`config.mk`:
```
export PLATFORM = sky130hd
export DESIGN_NAME = gpio_bank
export DESIGN_NICKNAME = d
export VERILOG_FILES = /design/src/rtl/gpio_bank_pkg.sv /design/src/rtl/gpio_bank_ctrl.sv /design/src/rtl/gpio_bank_dpath.sv /design/src/rtl/gpio_bank.sv
export SDC_FILE = /design/constraint.sdc
export NUM_CORES = 1
export LEC_CHECK = 0
export BUFFER_PORTS_ARGS = -buffer_cell sky130_fd_sc_hd__buf_2
export CAP_MARGIN = 25
export CORE_MARGIN = 3
export CORE_UTILIZATION = 56
export CTS_BUF_LIST = sky130_fd_sc_hd__clkbuf_8 sky130_fd_sc_hd__clkbuf_16
export CTS_CLUSTER_DIAMETER = 120
export DETAILED_ROUTE_END_ITERATION = 6
export GPL_ROUTABILITY_DRIVEN = 0
export PLACE_DENSITY = 0.91
export SETUP_SLACK_MARGIN = 0.15
export SLEW_MARGIN = 20
export SYNTH_ARGS = -nofsm -noshare
export SYNTH_HDL_FRONTEND = slang
export SYNTH_SLANG_ARGS = --single-unit
```
`constraint.sdc`:
```
create_clock -name clk -period 3.8 [get_ports clk]
set_clock_uncertainty 0.05 [all_clocks]
set_input_delay 0.38 -clock clk [delete_from_list [all_inputs] [get_ports clk]]
set_output_delay 0.38 -clock clk [all_outputs]
set_load 0.05 [all_outputs]
```
`src/rtl/gpio_bank_pkg.sv`:
```
package gpio_bank_pkg;

  // Register offsets; the data window is every address below OFS_DIR
  localparam int unsigned OFS_DIR    = 32'h400;
  localparam int unsigned OFS_SENSE  = 32'h404;
  localparam int unsigned OFS_BOTH   = 32'h408;
  localparam int unsigned OFS_POL    = 32'h40C;
  localparam int unsigned OFS_EN     = 32'h410;
  localparam int unsigned OFS_RAW    = 32'h414;
  localparam int unsigned OFS_MASKED = 32'h418;
  localparam int unsigned OFS_CLR    = 32'h41C;

  typedef enum logic [3:0] {
    RD_NONE,
    RD_DATA,
    RD_DIR,
    RD_SENSE,
    RD_BOTH,
    RD_POL,
    RD_EN,
    RD_RAW,
    RD_MASKED
  } rdSel_e;

  typedef struct packed {
    logic   dataWr;
    logic   dirWr;
    logic   senseWr;
    logic   bothWr;
    logic   polWr;
    logic   enWr;
    logic   clrWr;
    rdSel_e rdSel;
  } ctrlStrobes_t;

endpackage

```
`src/rtl/gpio_bank_ctrl.sv`:
```
module gpio_bank_ctrl
  import gpio_bank_pkg::*;
#(
  parameter int ADDR_W = 12,
  parameter int LINES  = 8
) (
  input  logic [ADDR_W-1:0] addr,
  input  logic              wrEn,
  output ctrlStrobes_t      strb,
  output logic [LINES-1:0]  accMask
);

  localparam logic [ADDR_W-1:0] DATA_LIMIT = ADDR_W'(OFS_DIR);

  logic inData;

  assign inData  = (addr < DATA_LIMIT);
  assign accMask = addr[LINES+1:2];

  always_comb begin
    strb       = '0;
    strb.rdSel = RD_NONE;
    if (inData) begin
      strb.dataWr = wrEn;
      strb.rdSel  = RD_DATA;
    end else begin
      case (addr)
        ADDR_W'(OFS_DIR):    begin strb.dirWr   = wrEn; strb.rdSel = RD_DIR;   end
        ADDR_W'(OFS_SENSE):  begin strb.senseWr = wrEn; strb.rdSel = RD_SENSE; end
        ADDR_W'(OFS_BOTH):   begin strb.bothWr  = wrEn; strb.rdSel = RD_BOTH;  end
        ADDR_W'(OFS_POL):    begin strb.polWr   = wrEn; strb.rdSel = RD_POL;   end
        ADDR_W'(OFS_EN):     begin strb.enWr    = wrEn; strb.rdSel = RD_EN;    end
        ADDR_W'(OFS_RAW):    strb.rdSel = RD_RAW;
        ADDR_W'(OFS_MASKED): strb.rdSel = RD_MASKED;
        ADDR_W'(OFS_CLR):    strb.clrWr = wrEn;
        default:             strb.rdSel = RD_NONE;
      endcase
    end
  end

endmodule

```
`src/rtl/gpio_bank_dpath.sv`:
```
module gpio_bank_dpath
  import gpio_bank_pkg::*;
#(
  parameter int LINES       = 8,
  parameter int SYNC_STAGES = 2
) (
  input  logic             clk,
  input  logic             rstN,
  input  ctrlStrobes_t     strb,
  input  logic [LINES-1:0] accMask,
  input  logic [LINES-1:0] wrData,
  input  logic [LINES-1:0] pinIn,
  input  logic [LINES-1:0] rawStat,
  output logic [LINES-1:0] rdData,
  output logic [LINES-1:0] pinOut,
  output logic [LINES-1:0] pinOe,
  output logic [LINES-1:0] cfgSense,
  output logic [LINES-1:0] cfgBoth,
  output logic [LINES-1:0] cfgPol,
  output logic [LINES-1:0] cfgEn,
  output logic [LINES-1:0] intClr
);

  logic [LINES-1:0] outLatch, dirQ, senseQ, bothQ, polQ, enQ, clrQ;
  logic [LINES-1:0] syncQ [SYNC_STAGES];
  logic [LINES-1:0] pinSync, lineVal, rdNext, latchWrMask;

  // Pin input synchronizer chain
  for (genvar s = 0; s < SYNC_STAGES; s++) begin : gSync
    always_ff @(posedge clk or negedge rstN) begin
      if (!rstN)       syncQ[s] <= '0;
      else if (s == 0) syncQ[s] <= pinIn;
      else             syncQ[s] <= syncQ[(s == 0) ? 0 : s-1];
    end
  end
  assign pinSync = syncQ[SYNC_STAGES-1];

  // Only masked lines that are outputs accept data writes
  assign latchWrMask = accMask & dirQ;
  assign lineVal     = (outLatch & dirQ) | (pinSync & ~dirQ);

  always_ff @(posedge clk or negedge rstN) begin
    if (!rstN) begin
      outLatch <= '0;
      dirQ     <= '0;
      senseQ   <= '0;
      bothQ    <= '0;
      polQ     <= '0;
      enQ      <= '0;
      clrQ     <= '0;
    end else begin
      if (strb.dataWr)  outLatch <= (outLatch & ~latchWrMask) | (wrData & latchWrMask);
      if (strb.dirWr)   dirQ     <= wrData;
      if (strb.senseWr) senseQ   <= wrData;
      if (strb.bothWr)  bothQ    <= wrData;
      if (strb.polWr)   polQ     <= wrData;
      if (strb.enWr)    enQ      <= wrData;
      clrQ <= strb.clrWr ? wrData : '0;
    end
  end

  always_comb begin
    case (strb.rdSel)
      RD_DATA:   rdNext = lineVal & accMask;
      RD_DIR:    rdNext = dirQ;
      RD_SENSE:  rdNext = senseQ;
      RD_BOTH:   rdNext = bothQ;
      RD_POL:    rdNext = polQ;
      RD_EN:     rdNext = enQ;
      RD_RAW:    rdNext = rawStat;
      RD_MASKED: rdNext = rawStat & enQ;
      default:   rdNext = '0;
    endcase
  end

  always_ff @(posedge clk or negedge rstN) begin
    if (!rstN) rdData <= '0;
    else       rdData <= rdNext;
  end

  assign pinOut   = outLatch;
  assign pinOe    = dirQ;
  assign cfgSense = senseQ;
  assign cfgBoth  = bothQ;
  assign cfgPol   = polQ;
  assign cfgEn    = enQ;
  assign intClr   = clrQ;

endmodule

```
`src/rtl/gpio_bank.sv`:
```
module gpio_bank
  import gpio_bank_pkg::*;
#(
  parameter int ADDR_W      = 12,
  parameter int LINES       = 8,
  parameter int SYNC_STAGES = 2
) (
  input  logic              clk,
  input  logic              rstN,
  input  logic [ADDR_W-1:0] addr,
  input  logic              wrEn,
  input  logic [LINES-1:0]  wrData,
  output logic [LINES-1:0]  rdData,
  input  logic [LINES-1:0]  pinIn,
  output logic [LINES-1:0]  pinOut,
  output logic [LINES-1:0]  pinOe,
  input  logic [LINES-1:0]  rawStat,
  output logic [LINES-1:0]  cfgSense,
  output logic [LINES-1:0]  cfgBoth,
  output logic [LINES-1:0]  cfgPol,
  output logic [LINES-1:0]  cfgEn,
  output logic [LINES-1:0]  intClr
);

  ctrlStrobes_t     strb;
  logic [LINES-1:0] accMask;

  gpio_bank_ctrl #(.ADDR_W(ADDR_W), .LINES(LINES)) uCtrl (
    .addr    (addr),
    .wrEn    (wrEn),
    .strb    (strb),
    .accMask (accMask)
  );

  gpio_bank_dpath #(.LINES(LINES), .SYNC_STAGES(SYNC_STAGES)) uDpath (
    .clk      (clk),
    .rstN     (rstN),
    .strb     (strb),
    .accMask  (accMask),
    .wrData   (wrData),
    .pinIn    (pinIn),
    .rawStat  (rawStat),
    .rdData   (rdData),
    .pinOut   (pinOut),
    .pinOe    (pinOe),
    .cfgSense (cfgSense),
    .cfgBoth  (cfgBoth),
    .cfgPol   (cfgPol),
    .cfgEn    (cfgEn),
    .intClr   (intClr)
  );

endmodule

```
* After elaboration in Yosys (flattened, before gate mapping) *
Index checks and enable logic that the tools add are counted.

storage, ports and cells
  register bits after elaboration = 80
  output and inout bits = 64
  input port bits = 39

operators by class
  muxes and demuxes = 12
  equality and inequality tests = 16
  bitwise gates (word level) = 11
  magnitude comparators = 1

operators with widths
  operator                                                                         count
  12-bit by 11-bit equality test with 1-bit output (second input constant)         8
  8-bit one-hot mux with 8 select lines                                            1
  8-bit AND                                                                        7
  4-bit one-hot mux with 7 select lines                                            1
  4-bit by 3-bit equality test with 1-bit output (second input constant)           4
  8-bit inverter                                                                   2
  8-bit OR                                                                         2
  12-bit by 11-bit less-than comparator with 1-bit output (second input constant)  1
  4-bit by 2-bit equality test with 1-bit output (second input constant)           2
  8-bit 2-to-1 mux                                                                 1
  1-bit 2-to-1 mux                                                                 7
  6-bit 2-to-1 mux                                                                 1
  4-bit by 1-bit equality test with 1-bit output (second input constant)           1
  4-bit equality test (second input constant)                                      1
  4-bit 2-to-1 mux                                                                 1

* Logic depth before layout (Yosys ltp) *
  depth in word-level cells = 5
  gate-level depth with buffers = 6
  mapped depth without buffers = 4

* By module *
Synthesis repeated with hierarchy kept, for this count alone.

second synthesis, totals
  cell total of the unflattened synthesis = 263
  area total of the unflattened synthesis = 3585.9 um^2

by module, submodules not included
  module           instances  cells an instance  area an instance (um^2)
  gpio_bank_dpath  1          229                3334.4
  gpio_bank_ctrl   1          34                 251.5

* Worst setup path after synthesis *
OpenSTA, ideal clock, no wires.

  path type = input to register
  start point = input port addr[8]
  end point = register uDpath.enQ[0], in the netlist uDpath.cfgEn[0]
  arrival = 1660 ps
  stages on the path = 5
  data required time = 3625 ps
  path buffers = 1
  slack = 1965 ps
  setup time = 125 ps
  path through = or4b_1 buf_4 nor2_8 nand3_4 mux2_4

between the ends
  word-level cells in the longest chain between the ends = 3
  elaborated cells between the ends (all ways) = 4

ends and longest elaborated chain
  item                                                                                             RTL line               RTL
  start, declared                                                                                  gpio_bank.sv:10        input logic [ADDR_W-1:0] addr,
  branches (longest 2 deep; another with 12-bit by 11-bit less-than comparator with 1-bit output)  --
  6-bit 2-to-1 mux (*)                                                                             gpio_bank_ctrl.sv:23   if (inData) begin
  end signal, assigned                                                                             gpio_bank_dpath.sv:57  if (strb.enWr) enQ <= wrData;
  end, declared                                                                                    gpio_bank_dpath.sv:24  logic [LINES-1:0] outLatch, dirQ, senseQ, bothQ, polQ, enQ, clrQ;

Mark *: on every way between the ends.
A chain may end at the register's enable or synchronous reset.

* Worst setup path after layout *
  start point = input port addr[7]
  end point = register uDpath.dirQ[4], in the netlist uDpath.pinOe[4]

between the ends
  word-level cells in the longest chain between the ends = 3
  elaborated cells between the ends (all ways) = 4

ends and longest elaborated chain
  item                                                                                             RTL line               RTL
  branches (longest 2 deep; another with 12-bit by 11-bit less-than comparator with 1-bit output)  --
  6-bit 2-to-1 mux (*)                                                                             gpio_bank_ctrl.sv:23
  end signal, assigned                                                                             gpio_bank_dpath.sv:53  if (strb.dirWr) dirQ <= wrData;
  end, declared                                                                                    gpio_bank_dpath.sv:24

Marks and branches as above.

==> impl_results.md <==
* Leakage at 0.00237 uW
* Max_slew headroom at 0.471
* Setup crit end: uDpath.pinOe[4]$_DFFE_PN0P_
* Worst R2R Path Depth at 4
* I/O pin total at 103
* Clk Latency, worst-skew pair at 0.36 ns
* Yosys warnings at 0
* Worst-margin pin slew at 0.794 ns
* Largest net degree at the start of global routing at 81
* Seq/Total Area, Yosys at 0.555
* First-pass GRT wire length at 15500 um
* Async SR Flop Fraction at 1.00
* Num CTS Buffers at 9
* DP Wirelength at 6880 um
* Worst Setup SP: addr[7]
* CP max FO at 16
* Diode count at 0
* Final setup viols at 0
* Grt ovf at 0
* RSZ-0062 raised after global routing: no
* Drt via density at 6.47
* Die width at 86.2 um
* CP Buf/Inv Count at 1
* Worst VDD drop at 0.000247 V
* Drt total wl at 9950 um
* Post-synth top area share at 0.555
* Min-Delay Path Class: in -> reg
* Drt first pass iters at 5
* WP data required at 3.99 ns
* Fillers at 421
* Top delay family on crit path: simple AND/OR/NAND/NOR gates
* Peak Freq at 0.451 GHz
* Post-synth EDFFs at 0
* Synth area leader: dfrtp_1
* Setup_tns at 0 ns
* Max clock buf depth at 2
* Initial Util at 0.595
* Die height at 86.2 um
* DIE AREA at 7440 um^2
* Clock transition at path regs at 0.09 ns
* Via count at 2994
* Clk Tree Root Cell: clkbuf_8
* Crit path cell chain: buf_2 > nor4_2 > and2_1 > nand3_1 > mux2_2
* Gate count of the mapped netlist at 282
* Final Power at 1640 uW
* Most frequent cell after synthesis: dfrtp_1
* Core ar. at 6060 um^2
* Nets at 422
* Worst R2R End: uDpath.rdData[5]$_DFF_PN0_
* Min-Delay Path Depth at 1
* Final hold violation count at 0
* Status: completed
* Max Cap Viol at 0
* GR Util All Layers at 0.281
* Mapped Nets at 321
* Post-synth top flop: dfrtp_1
* Syn_area_per_cell at 12.8 um^2
* Levels on crit path at 5
* Power per cell area at 372 nW/um^2
* Critical path class: in -> reg
* Share of cells above drive strength 1 at 0.477
* Worst path max stage delay at 0.59 ns
* Area Overhead vs Synth at 22.1%
* Fin. max-slew vios at 0
* Worst hold start: pinIn[1]
* Drt first-iter violations at 355
* Final ANT Viol Nets at 0
* Fin crit period at 2.22 ns
* Critical path startpoint category: input pin
* Critical path arrival at 2.41 ns
* Vias in the first global route at 2946
* Initial antenna violation count at 0
* WL/cell at 21.5 um
* R2R Path Start: uDpath.pinOe[5]$_DFFE_PN0P_
* Syn Std Cell Area at 3610 um^2
* Reg2reg setup slack at 2.21 ns
* Fin crit share at 0.583
* Setup crit end kind: flip-flop
* FP Rows at 28
* Count of cell types in the netlist at 33
* # H-tree levels at 3
* Number of I/O port buffers at 102
* CTS tree: yes
* Crit-path slowest cell: and2_1
* # clock sinks at 80
* Synth cell count leaders: dfrtp_1, mux2_2, o21ai_0, nand3_1, a32oi_1
* # DRC at 0
* Top post-synthesis cells by area: dfrtp_1, mux2_2, a32oi_1, o21ai_0, nand3_1
* #FFs+latches synth at 80
registers in the layout, summed over array words and instances (netlist names), named ones only:
signal / flops
uDpath.cfgBoth: 8
uDpath.cfgEn: 8
uDpath.cfgPol: 8
uDpath.cfgSense: 8
uDpath.intClr: 8
uDpath.pinOe: 8
uDpath.pinSync: 8
uDpath.rdData: 8
uDpath.syncQ: 8
layout by cell type, fill, tap and decap left out, types with 8 or more instances in the layout:
cell type / instances
clkbuf_8: 9
o21ai_0: 18
and2_1: 11
dfrtp_1: 80
nand2_1: 10
a21o_1: 8
nor2b_1: 10
nand3_1: 17
mux2_2: 53
and3_1: 9
a32oi_1: 14
buf_2: 101
cell families (layout without fill, tap and decap cells):
| group | count (synthesis) | in the layout | synth area share |
|---|---|---|---|
| buf+inv | 17 | 123 | 0.0198 |
| compound gates | 50 | 50 | 0.0985 |
| simple gates | 79 | 79 | 0.149 |
| flops | 80 | 80 | 0.555 |
| mux | 56 | 56 | 0.178 |
per-stage QoR:
step,setup WS [ns],cell area [um^2],hold WS [ns],utilization,std cells
global placement,1.38,4160,0.282,0.687,445
CTS,1.65,4360,0.0623,0.720,461
detailed placement,1.26,4160,0.286,0.687,445
floorplan,1.96,3610,0.0344,-,282
global route,1.48,4400,0.0473,0.726,463
finish,1.58,4400,0.0714,0.726,463
area by class of cell:
cell class	instances	area, um^2	area share
Timing Repair Buffer	107	573	0.130
Sequential cell	80	2000	0.455
Clock buffer	9	124	0.0281
Tap cell	75	93.8	0.0213
Clock inverter	7	76.3	0.0173
Multi-Input combinational cell	185	1530	0.348
timing repair:
| item | 4_1_cts | 5_1_grt |
|---|---|---|
| gates resized for setup | 0 | 0 |
| hold endpoints to repair | 0 | 24 |
| hold buffers | 0 | 1 |
| setup buffers | 0 | 0 |
| setup endpoints to repair | 0 | 0 |
worst min path at each step:
stage | to | slack [ns]
after floorplan | async pin | 0.03
after global placement | uDpath.pinSync[5]$_DFF_PN0_ | 0.28
after detailed placement | uDpath.pinSync[0]$_DFF_PN0_ | 0.29
after CTS | uDpath.syncQ[14]$_DFF_PN0_ | 0.06
after global routing | uDpath.syncQ[9]$_DFF_PN0_ | 0.05
final | uDpath.syncQ[9]$_DFF_PN0_ | 0.07
worst register-to-register path: stages, from the launching register on:
cell and delay (ns):
dfrtp_1 0.48, mux2_2 0.39, and3_1 0.21, a41oi_1 0.16, nand3_1 0.15
where the power goes:
group,total [uW],switching [uW],internal (uW),leakage (uW)
Combinational,125,87.5,37.7,0.00120
Clock,644,335,309,0.0000966
Sequential,868,4.83,863,0.00108
routing by layer:
metal,global-route usage,up-vias,share of wire
li1,-,1270,-
met2,0.444,176,0.49
met1,0.361,1513,0.38
met5,0,-,0
met4,0.119,0,0.033
met3,0.0884,35,0.096
Note: power is estimated with default switching activity, not from simulation.
